[config.mk]
export PLATFORM = sky130hd
export DESIGN_NAME = lcd_pwrup_seq
export DESIGN_NICKNAME = d
export VERILOG_FILES = /design/src/rtl/lcd_seq_pkg.sv /design/src/rtl/lcd_delay_timer.sv /design/src/rtl/lcd_spi_byte_tx.sv /design/src/rtl/lcd_cmd_sel.sv /design/src/rtl/lcd_pwrup_seq.sv
export SDC_FILE = /design/constraint.sdc
export NUM_CORES = 1
export LEC_CHECK = 0
export BUFFER_PORTS_ARGS = -buffer_cell sky130_fd_sc_hd__buf_2
export CORE_MARGIN = 5
export CORE_UTILIZATION = 43
export DETAILED_ROUTE_END_ITERATION = 10
export GPL_TIMING_DRIVEN = 0
export PLACE_DENSITY_LB_ADDON = 0.2
export SYNTH_ARGS = -nofsm -noshare
export SYNTH_HDL_FRONTEND = slang
export SYNTH_HIERARCHICAL = 1
export SYNTH_SLANG_ARGS = --single-unit
[constraint.sdc]
create_clock -name clk -period 2.62 [get_ports clk]
set_input_delay 0.524 -clock clk [delete_from_list [all_inputs] [get_ports clk]]
set_output_delay 0.524 -clock clk [all_outputs]
set_load 0.1 [all_outputs]
[src/rtl/lcd_seq_pkg.sv]
package lcd_seq_pkg;

    localparam int NUM_CMDS = 6;
    localparam int IDX_W    = 3;

    localparam logic [7:0] OP_FSET     = 8'h20;
    localparam logic [7:0] OP_EXT_BIT  = 8'h01;
    localparam logic [7:0] OP_BIAS     = 8'h10;
    localparam logic [7:0] OP_TEMPCO   = 8'h04;
    localparam logic [7:0] OP_VOLT     = 8'h80;
    localparam logic [7:0] OP_DISPMODE = 8'h0C;

    typedef struct packed {
        logic [2:0] bias;
        logic [1:0] tc;
        logic [6:0] vop;
        logic       inv;
    } lcd_cfg_t;

    typedef enum logic [2:0] {
        SQ_IDLE,
        SQ_RST,
        SQ_SETTLE,
        SQ_SEND,
        SQ_WAIT
    } seq_state_t;

    typedef enum logic [1:0] {
        TX_IDLE,
        TX_LOW,
        TX_HIGH,
        TX_TAIL
    } tx_state_t;

    function automatic int div_ceil(input int num, input int den);
        return (num + den - 1) / den;
    endfunction

    function automatic logic [7:0] cmd_byte(input logic [IDX_W-1:0] idx,
                                            input lcd_cfg_t cfg);
        logic [7:0] b;
        case (idx)
            3'd0:    b = OP_FSET | OP_EXT_BIT;
            3'd1:    b = OP_BIAS | {5'd0, cfg.bias};
            3'd2:    b = OP_TEMPCO | {6'd0, cfg.tc};
            3'd3:    b = OP_VOLT | {1'b0, cfg.vop};
            3'd4:    b = OP_FSET;
            default: b = OP_DISPMODE | {7'd0, cfg.inv};
        endcase
        return b;
    endfunction

endpackage

[src/rtl/lcd_delay_timer.sv]
module lcd_delay_timer #(
    parameter int W = 8
) (
    input  logic         clk,
    input  logic         rst,
    input  logic         load,
    input  logic [W-1:0] load_val,
    output logic         fire
);
    logic [W-1:0] cnt;
    logic         run;

    always_ff @(posedge clk) begin
        if (rst) begin
            cnt  <= '0;
            run  <= 1'b0;
            fire <= 1'b0;
        end else begin
            fire <= 1'b0;
            if (load) begin
                cnt <= load_val;
                run <= 1'b1;
            end else if (run) begin
                if (cnt <= W'(1)) begin
                    fire <= 1'b1;
                    run  <= 1'b0;
                end else begin
                    cnt <= cnt - W'(1);
                end
            end
        end
    end
endmodule

[src/rtl/lcd_spi_byte_tx.sv]
module lcd_spi_byte_tx
    import lcd_seq_pkg::*;
#(
    parameter int HALF = 2
) (
    input  logic       clk,
    input  logic       rst,
    input  logic       go,
    input  logic [7:0] tx_byte,
    input  logic       tx_dc,
    output logic       sclk,
    output logic       mosi,
    output logic       cs_n,
    output logic       dc,
    output logic       done
);
    localparam int DIV_W = (HALF > 1) ? $clog2(HALF) : 1;
    localparam logic [DIV_W-1:0] DIV_LAST = DIV_W'(HALF - 1);

    tx_state_t     st;
    logic [DIV_W-1:0] div;
    logic [2:0]    bit_n;
    logic [7:0]    sh;
    logic          div_end;

    assign div_end = (div == DIV_LAST);
    assign mosi    = sh[7];

    always_ff @(posedge clk) begin
        if (rst) begin
            st    <= TX_IDLE;
            div   <= '0;
            bit_n <= '0;
            sh    <= '0;
            sclk  <= 1'b0;
            cs_n  <= 1'b1;
            dc    <= 1'b0;
            done  <= 1'b0;
        end else begin
            done <= 1'b0;
            case (st)
                TX_IDLE: begin
                    if (go) begin
                        sh    <= tx_byte;
                        dc    <= tx_dc;
                        cs_n  <= 1'b0;
                        sclk  <= 1'b0;
                        div   <= '0;
                        bit_n <= '0;
                        st    <= TX_LOW;
                    end
                end
                TX_LOW: begin
                    if (div_end) begin
                        div  <= '0;
                        sclk <= 1'b1;
                        st   <= TX_HIGH;
                    end else begin
                        div <= div + DIV_W'(1);
                    end
                end
                TX_HIGH: begin
                    if (div_end) begin
                        div  <= '0;
                        sclk <= 1'b0;
                        if (bit_n == 3'd7) begin
                            st <= TX_TAIL;
                        end else begin
                            bit_n <= bit_n + 3'd1;
                            sh    <= {sh[6:0], 1'b0};
                            st    <= TX_LOW;
                        end
                    end else begin
                        div <= div + DIV_W'(1);
                    end
                end
                default: begin
                    if (div_end) begin
                        div  <= '0;
                        cs_n <= 1'b1;
                        done <= 1'b1;
                        st   <= TX_IDLE;
                    end else begin
                        div <= div + DIV_W'(1);
                    end
                end
            endcase
        end
    end
endmodule

[src/rtl/lcd_cmd_sel.sv]
module lcd_cmd_sel
    import lcd_seq_pkg::*;
(
    input  logic [IDX_W-1:0] idx,
    input  lcd_cfg_t         cfg,
    output logic [7:0]       cmd
);
    always_comb cmd = cmd_byte(idx, cfg);
endmodule

[src/rtl/lcd_pwrup_seq.sv]
module lcd_pwrup_seq
    import lcd_seq_pkg::*;
#(
    parameter int CLK_HZ    = 50_000_000,
    parameter int SPI_HZ    = 4_000_000,
    parameter int RST_US    = 20,
    parameter int SETTLE_US = 120_000
) (
    input  logic       clk,
    input  logic       rst,
    input  logic       start,
    input  logic [2:0] cfg_bias,
    input  logic [1:0] cfg_tc,
    input  logic [6:0] cfg_vop,
    input  logic       cfg_inv,
    output logic       lcd_rst_n,
    output logic       lcd_dc,
    output logic       spi_cs_n,
    output logic       spi_sclk,
    output logic       spi_mosi,
    output logic       busy,
    output logic       ready
);
    localparam int CYC_PER_US = CLK_HZ / 1_000_000;
    localparam int RST_CYC    = CYC_PER_US * RST_US;
    localparam int SET_CYC    = CYC_PER_US * SETTLE_US;
    localparam int HALF_RAW   = div_ceil(CLK_HZ, 2 * SPI_HZ);
    localparam int HALF_DIV   = (HALF_RAW < 1) ? 1 : HALF_RAW;
    localparam int MAX_CYC    = (RST_CYC > SET_CYC) ? RST_CYC : SET_CYC;
    localparam int TMR_W      = $clog2(MAX_CYC + 1);
    localparam logic [IDX_W-1:0] LAST_IDX = IDX_W'(NUM_CMDS - 1);

    seq_state_t       state;
    logic [IDX_W-1:0] idx;
    lcd_cfg_t         cfg_q;
    lcd_cfg_t         cfg_in;
    logic             rst_n_q;
    logic             busy_q;
    logic             ready_q;
    logic             tmr_load;
    logic [TMR_W-1:0] tmr_val;
    logic             tmr_fire;
    logic             tx_go;
    logic             tx_done;
    logic [7:0]       cur_cmd;

    always_comb begin
        cfg_in.bias = cfg_bias;
        cfg_in.tc   = cfg_tc;
        cfg_in.vop  = cfg_vop;
        cfg_in.inv  = cfg_inv;
    end

    always_comb begin
        tmr_load = ((state == SQ_IDLE) && start) || ((state == SQ_RST) && tmr_fire);
        tmr_val  = (state == SQ_IDLE) ? TMR_W'(RST_CYC) : TMR_W'(SET_CYC);
        tx_go    = (state == SQ_SEND);
    end

    always_ff @(posedge clk) begin
        if (rst) begin
            state   <= SQ_IDLE;
            idx     <= '0;
            cfg_q   <= '0;
            rst_n_q <= 1'b1;
            busy_q  <= 1'b0;
            ready_q <= 1'b0;
        end else begin
            case (state)
                SQ_IDLE: begin
                    if (start) begin
                        cfg_q   <= cfg_in;
                        rst_n_q <= 1'b0;
                        busy_q  <= 1'b1;
                        ready_q <= 1'b0;
                        state   <= SQ_RST;
                    end
                end
                SQ_RST: begin
                    if (tmr_fire) begin
                        rst_n_q <= 1'b1;
                        state   <= SQ_SETTLE;
                    end
                end
                SQ_SETTLE: begin
                    if (tmr_fire) begin
                        idx   <= '0;
                        state <= SQ_SEND;
                    end
                end
                SQ_SEND: state <= SQ_WAIT;
                default: begin
                    if (tx_done) begin
                        if (idx == LAST_IDX) begin
                            busy_q  <= 1'b0;
                            ready_q <= 1'b1;
                            state   <= SQ_IDLE;
                        end else begin
                            idx   <= idx + IDX_W'(1);
                            state <= SQ_SEND;
                        end
                    end
                end
            endcase
        end
    end

    lcd_delay_timer #(.W(TMR_W)) u_timer (
        .clk      (clk),
        .rst      (rst),
        .load     (tmr_load),
        .load_val (tmr_val),
        .fire     (tmr_fire)
    );

    lcd_cmd_sel u_cmd (
        .idx (idx),
        .cfg (cfg_q),
        .cmd (cur_cmd)
    );

    lcd_spi_byte_tx #(.HALF(HALF_DIV)) u_tx (
        .clk     (clk),
        .rst     (rst),
        .go      (tx_go),
        .tx_byte (cur_cmd),
        .tx_dc   (1'b0),
        .sclk    (spi_sclk),
        .mosi    (spi_mosi),
        .cs_n    (spi_cs_n),
        .dc      (lcd_dc),
        .done    (tx_done)
    );

    assign lcd_rst_n = rst_n_q;
    assign busy      = busy_q;
    assign ready     = ready_q;
endmodule

==> impl_metrics.csv <==
group,metric,value,unit
outcome,status,"finished clean",
global_route,overflow,0,
yosys,synthArstFlopShare,0,%
global_route,grt.total_usage,17.2,%
yosys,syn_area,3810,sq um
global_route,grt_max_degree,15,
power_and_ir_drop,vdd_drop_max,0.312,mV
layout,final_cell_count_no_fill,601,
global_route,antenna_found_initial,0,
setup_path,crit_type,"reg -> reg",
layout,syn2layout_area_growth,12.4,%
yosys,synth_edf_count,0,
die,dieHeight,104,microns
drt,ant_nets,0,
clock_tree,cts_tree,"done",
power_and_ir_drop,power.density,590,nW/um^2
yosys,syn-instance-count,446,
yosys,ys_seq_elements,67,
worst_hold_path,hold_path_depth,3,
power_and_ir_drop,power.net_switching,849,uW
drt,vias_per_cell,5.78,
sta,period_share,93.9,%
global_route,grt.busiest_layer,"met2",
sta,finalSetupViolations,0,
sta,final_max_slew_viol_count,0,
global_route,grt_pass1_vias,3292,
placement,place_inst,586,
yosys,avgSynthCellArea,8.55,sq um
clock_tree,root_buffer,"clkbuf_8",
setup_path,worst_setup_path_start_kind,"flip-flop",
power_and_ir_drop,swShare,33.6,%
yosys,yosys_warnings,6,
placement,io_buffers,22,
yosys,synth_cell_type_count,82,
die,ioPinCount,23,
clock_tree,clkSinkCount,67,
clock_tree,insertion_delay,0.34,ns
sta,skew,0.00952,ns
drt,drtIter0Drc,193,
worst_hold_path,hold_class,"in -> reg",
sta,fmax,407,MHz
die,initial_core_util,43.9,%
global_route,grtUsageMet1,22.8,%
clock_tree,cts_buffer_depth,2,
yosys,synth_top_area_share,35.2,%
placement,post-dp-hpwl,6.68,mm
setup_path,crit_fanout,16,
global_route,use_met2,27.7,%
drt,routed_wl,9.28,mm
layout,drive_gt1_share,18.1,%
power_and_ir_drop,combPwrFrac,22.5,%
clock_tree,path_clk_slew,0.08,ns
die,die-area,10800,sq um
sta,hold_viol,0,
drt,via_count,3471,
die,coreArea,8680,sq um
setup_path,required,2.82,ns
yosys,ys_dominant_reg_cell,"dfxtp_1",
setup_path,rr_worst_depth,8,
drt,drc,0,
sta,max_slew.worst_pin.slew,0.729,ns
sta,relSlewSlack,50.0,%
power_and_ir_drop,seqPwrFrac,45.7,%
power_and_ir_drop,power.leakage,1.54,nW
global_route,grt_pass1_wl,15.9,mm
layout,fin_nets,514,
sta,min_period,2.46,ns
drt,wl_per_cell,15.4,microns
power_and_ir_drop,p_total,2.53,mW
die,rows,34,
setup_path,crit_arrival,2.66,ns
yosys,synth-seq-area-share,35.2,%
job,drv_cap,0,
layout,antennaDiodeCount,0,
setup_path,end_kind,"flip-flop",
die,die_x,104,microns
drt,drt-pass1-iter-count,4,
placement,place_congestion,0.860,
clock_tree,cts-buffers-inserted,9,
global_route,grt_use_met3,3.29,%
power_and_ir_drop,clock_power_share,31.9,%
power_and_ir_drop,internal_power,1.68,mW
yosys,synth_top_cells_by_area,"dfxtp_1 (35%), nand2_1 (5.2%), a21oi_1 (3.8%), ha_1 (3.3%), mux2i_1 (3.2%)",
clock_tree,htree_levels,3,
yosys,synth_top_cell_by_area,"dfxtp_1",
cell families after synthesis:
logic type	count (synthesis)	share of synthesized area [%]
flip-flops	67	35.2
AO/OA/AOI/OAI	125	23.7
multiplexers	15	4.04
buffers and inverters	52	7.22
other	2	0.197
XOR/XNOR	5	1.15
AND/OR/NAND/NOR	170	25.2
adder cells (fa/ha/maj)	10	3.28
stage by stage:
step / hold WS [ns] / util, % / setup WS, ns / area, sq um / TNS, ns
5_1_grt: 0.400 / 49.4 / -0.0101 / 4280 / -0.0101
6_report: 0.404 / 49.4 / 0.160 / 4280 / 0
3_5_place_dp: 0.449 / 47.2 / -0.251 / 4090 / -1.85
2_1_floorplan: 0.432 / - / 0.251 / 3850 / 0
3_3_place_gp: 0.439 / 47.2 / -0.187 / 4090 / -1.02
4_1_cts: 0.391 / 49.3 / 0.0708 / 4280 / 0
what timing repair did:
item / in CTS / in global routing
endpoints found under the setup margin: 7 / 4
hold buffers: 0 / 0
buffers inserted: 0 / 0
gates resized for setup: 1 / 4
cell type report:
cell class,instances,area (sq um)
buffer,29,186
clock buffer,10,138
clock inverter,6,48.8
fill,891,4390
inverter,22,87.6
multi-input combinational,337,2240
sequential,67,1340
tap,108,135
timing repair buffer,22,110
routing by layer:
| layer | up-vias | part of all wire, % |
|---|---|---|
| li1 | 1732 | - |
| met1 | 1666 | 48 |
| met2 | 59 | 47 |
| met3 | 14 | 3.4 |
| met4 | 0 | 1.5 |
| met5 | - | 0 |
placed cells by master, fill, tap and decap left out, types with 5 or more instances in the layout:
cell type and count:
nand2_1 53, ha_1 10, o21ai_0 15, o31ai_1 5
inv_1 21, dfxtp_1 67, nor3_1 5, or3_1 6
clkbuf_1 12, buf_2 29, nor2_1 32, a211oi_1 10
nand4_1 6, a2111oi_0 9, a311oi_1 8, xnor2_1 5
conb_1 12, a31oi_1 7, nand3b_1 6, a21oi_1 29
a31o_2 8, clkbuf_8 12, buf_6 5, nor2b_1 9
mux2i_1 12, nand3_1 14
worst max-delay path, stage by stage, from the launching register on:
cell	delay (ns)
dfxtp_1	0.41
or4b_1	0.53
buf_2	0.17
buf_6	0.15
nand2_1	0.08
buf_2	0.28
inv_6	0.12
and4_2	0.23
a2111oi_1	0.35
path summary, 6_finish.rpt:
path | start | end | slack, ns
worst min-delay path | cfg_bias[2] | cfg_q[12] | 0.40
worst max-delay path | state[1] | u_timer/cnt[2] | 0.16
worst min register to register | cfg_q[8] | cfg_q[8] | 0.46
worst max register to register | state[1] | u_timer/cnt[2] | 0.16
cells in the mapped netlist, drive strengths merged (5+ instances only):
| cell | count |
|---|---|
| a2111oi | 10 |
| a211oi | 11 |
| a21oi | 30 |
| a311oi | 8 |
| a31o | 8 |
| a31oi | 7 |
| and4 | 5 |
| buf | 12 |
| clkbuf | 17 |
| dfxtp | 67 |
| ha | 10 |
| inv | 22 |
| mux2i | 12 |
| nand2 | 53 |
| nand3 | 15 |
| nand3b | 6 |
| nand4 | 6 |
| nor2 | 34 |
| nor2b | 10 |
| nor3 | 6 |
| o21ai | 17 |
| o31ai | 5 |
| or3 | 6 |
| xnor2 | 5 |
sequential cells by signal, summed over array words and instances, names as in the netlist, 2 cells and up:
register,count
cfg_q,13
idx,3
state,3
u_timer/cnt,23
u_tx/bit_n,3
u_tx/div,3
u_tx/sh,8
u_tx/st,2
power groups by stage:
stage	Sequential, mW	Combinational, mW	Clock [mW]
after floorplan	1.20	0.405	0
after global placement	1.17	0.551	0
after detailed placement	1.18	0.559	0
after CTS	1.15	0.563	0.833
after global routing	1.17	0.626	0.875
final	1.15	0.568	0.806
(Power assumes the default switching activity.)
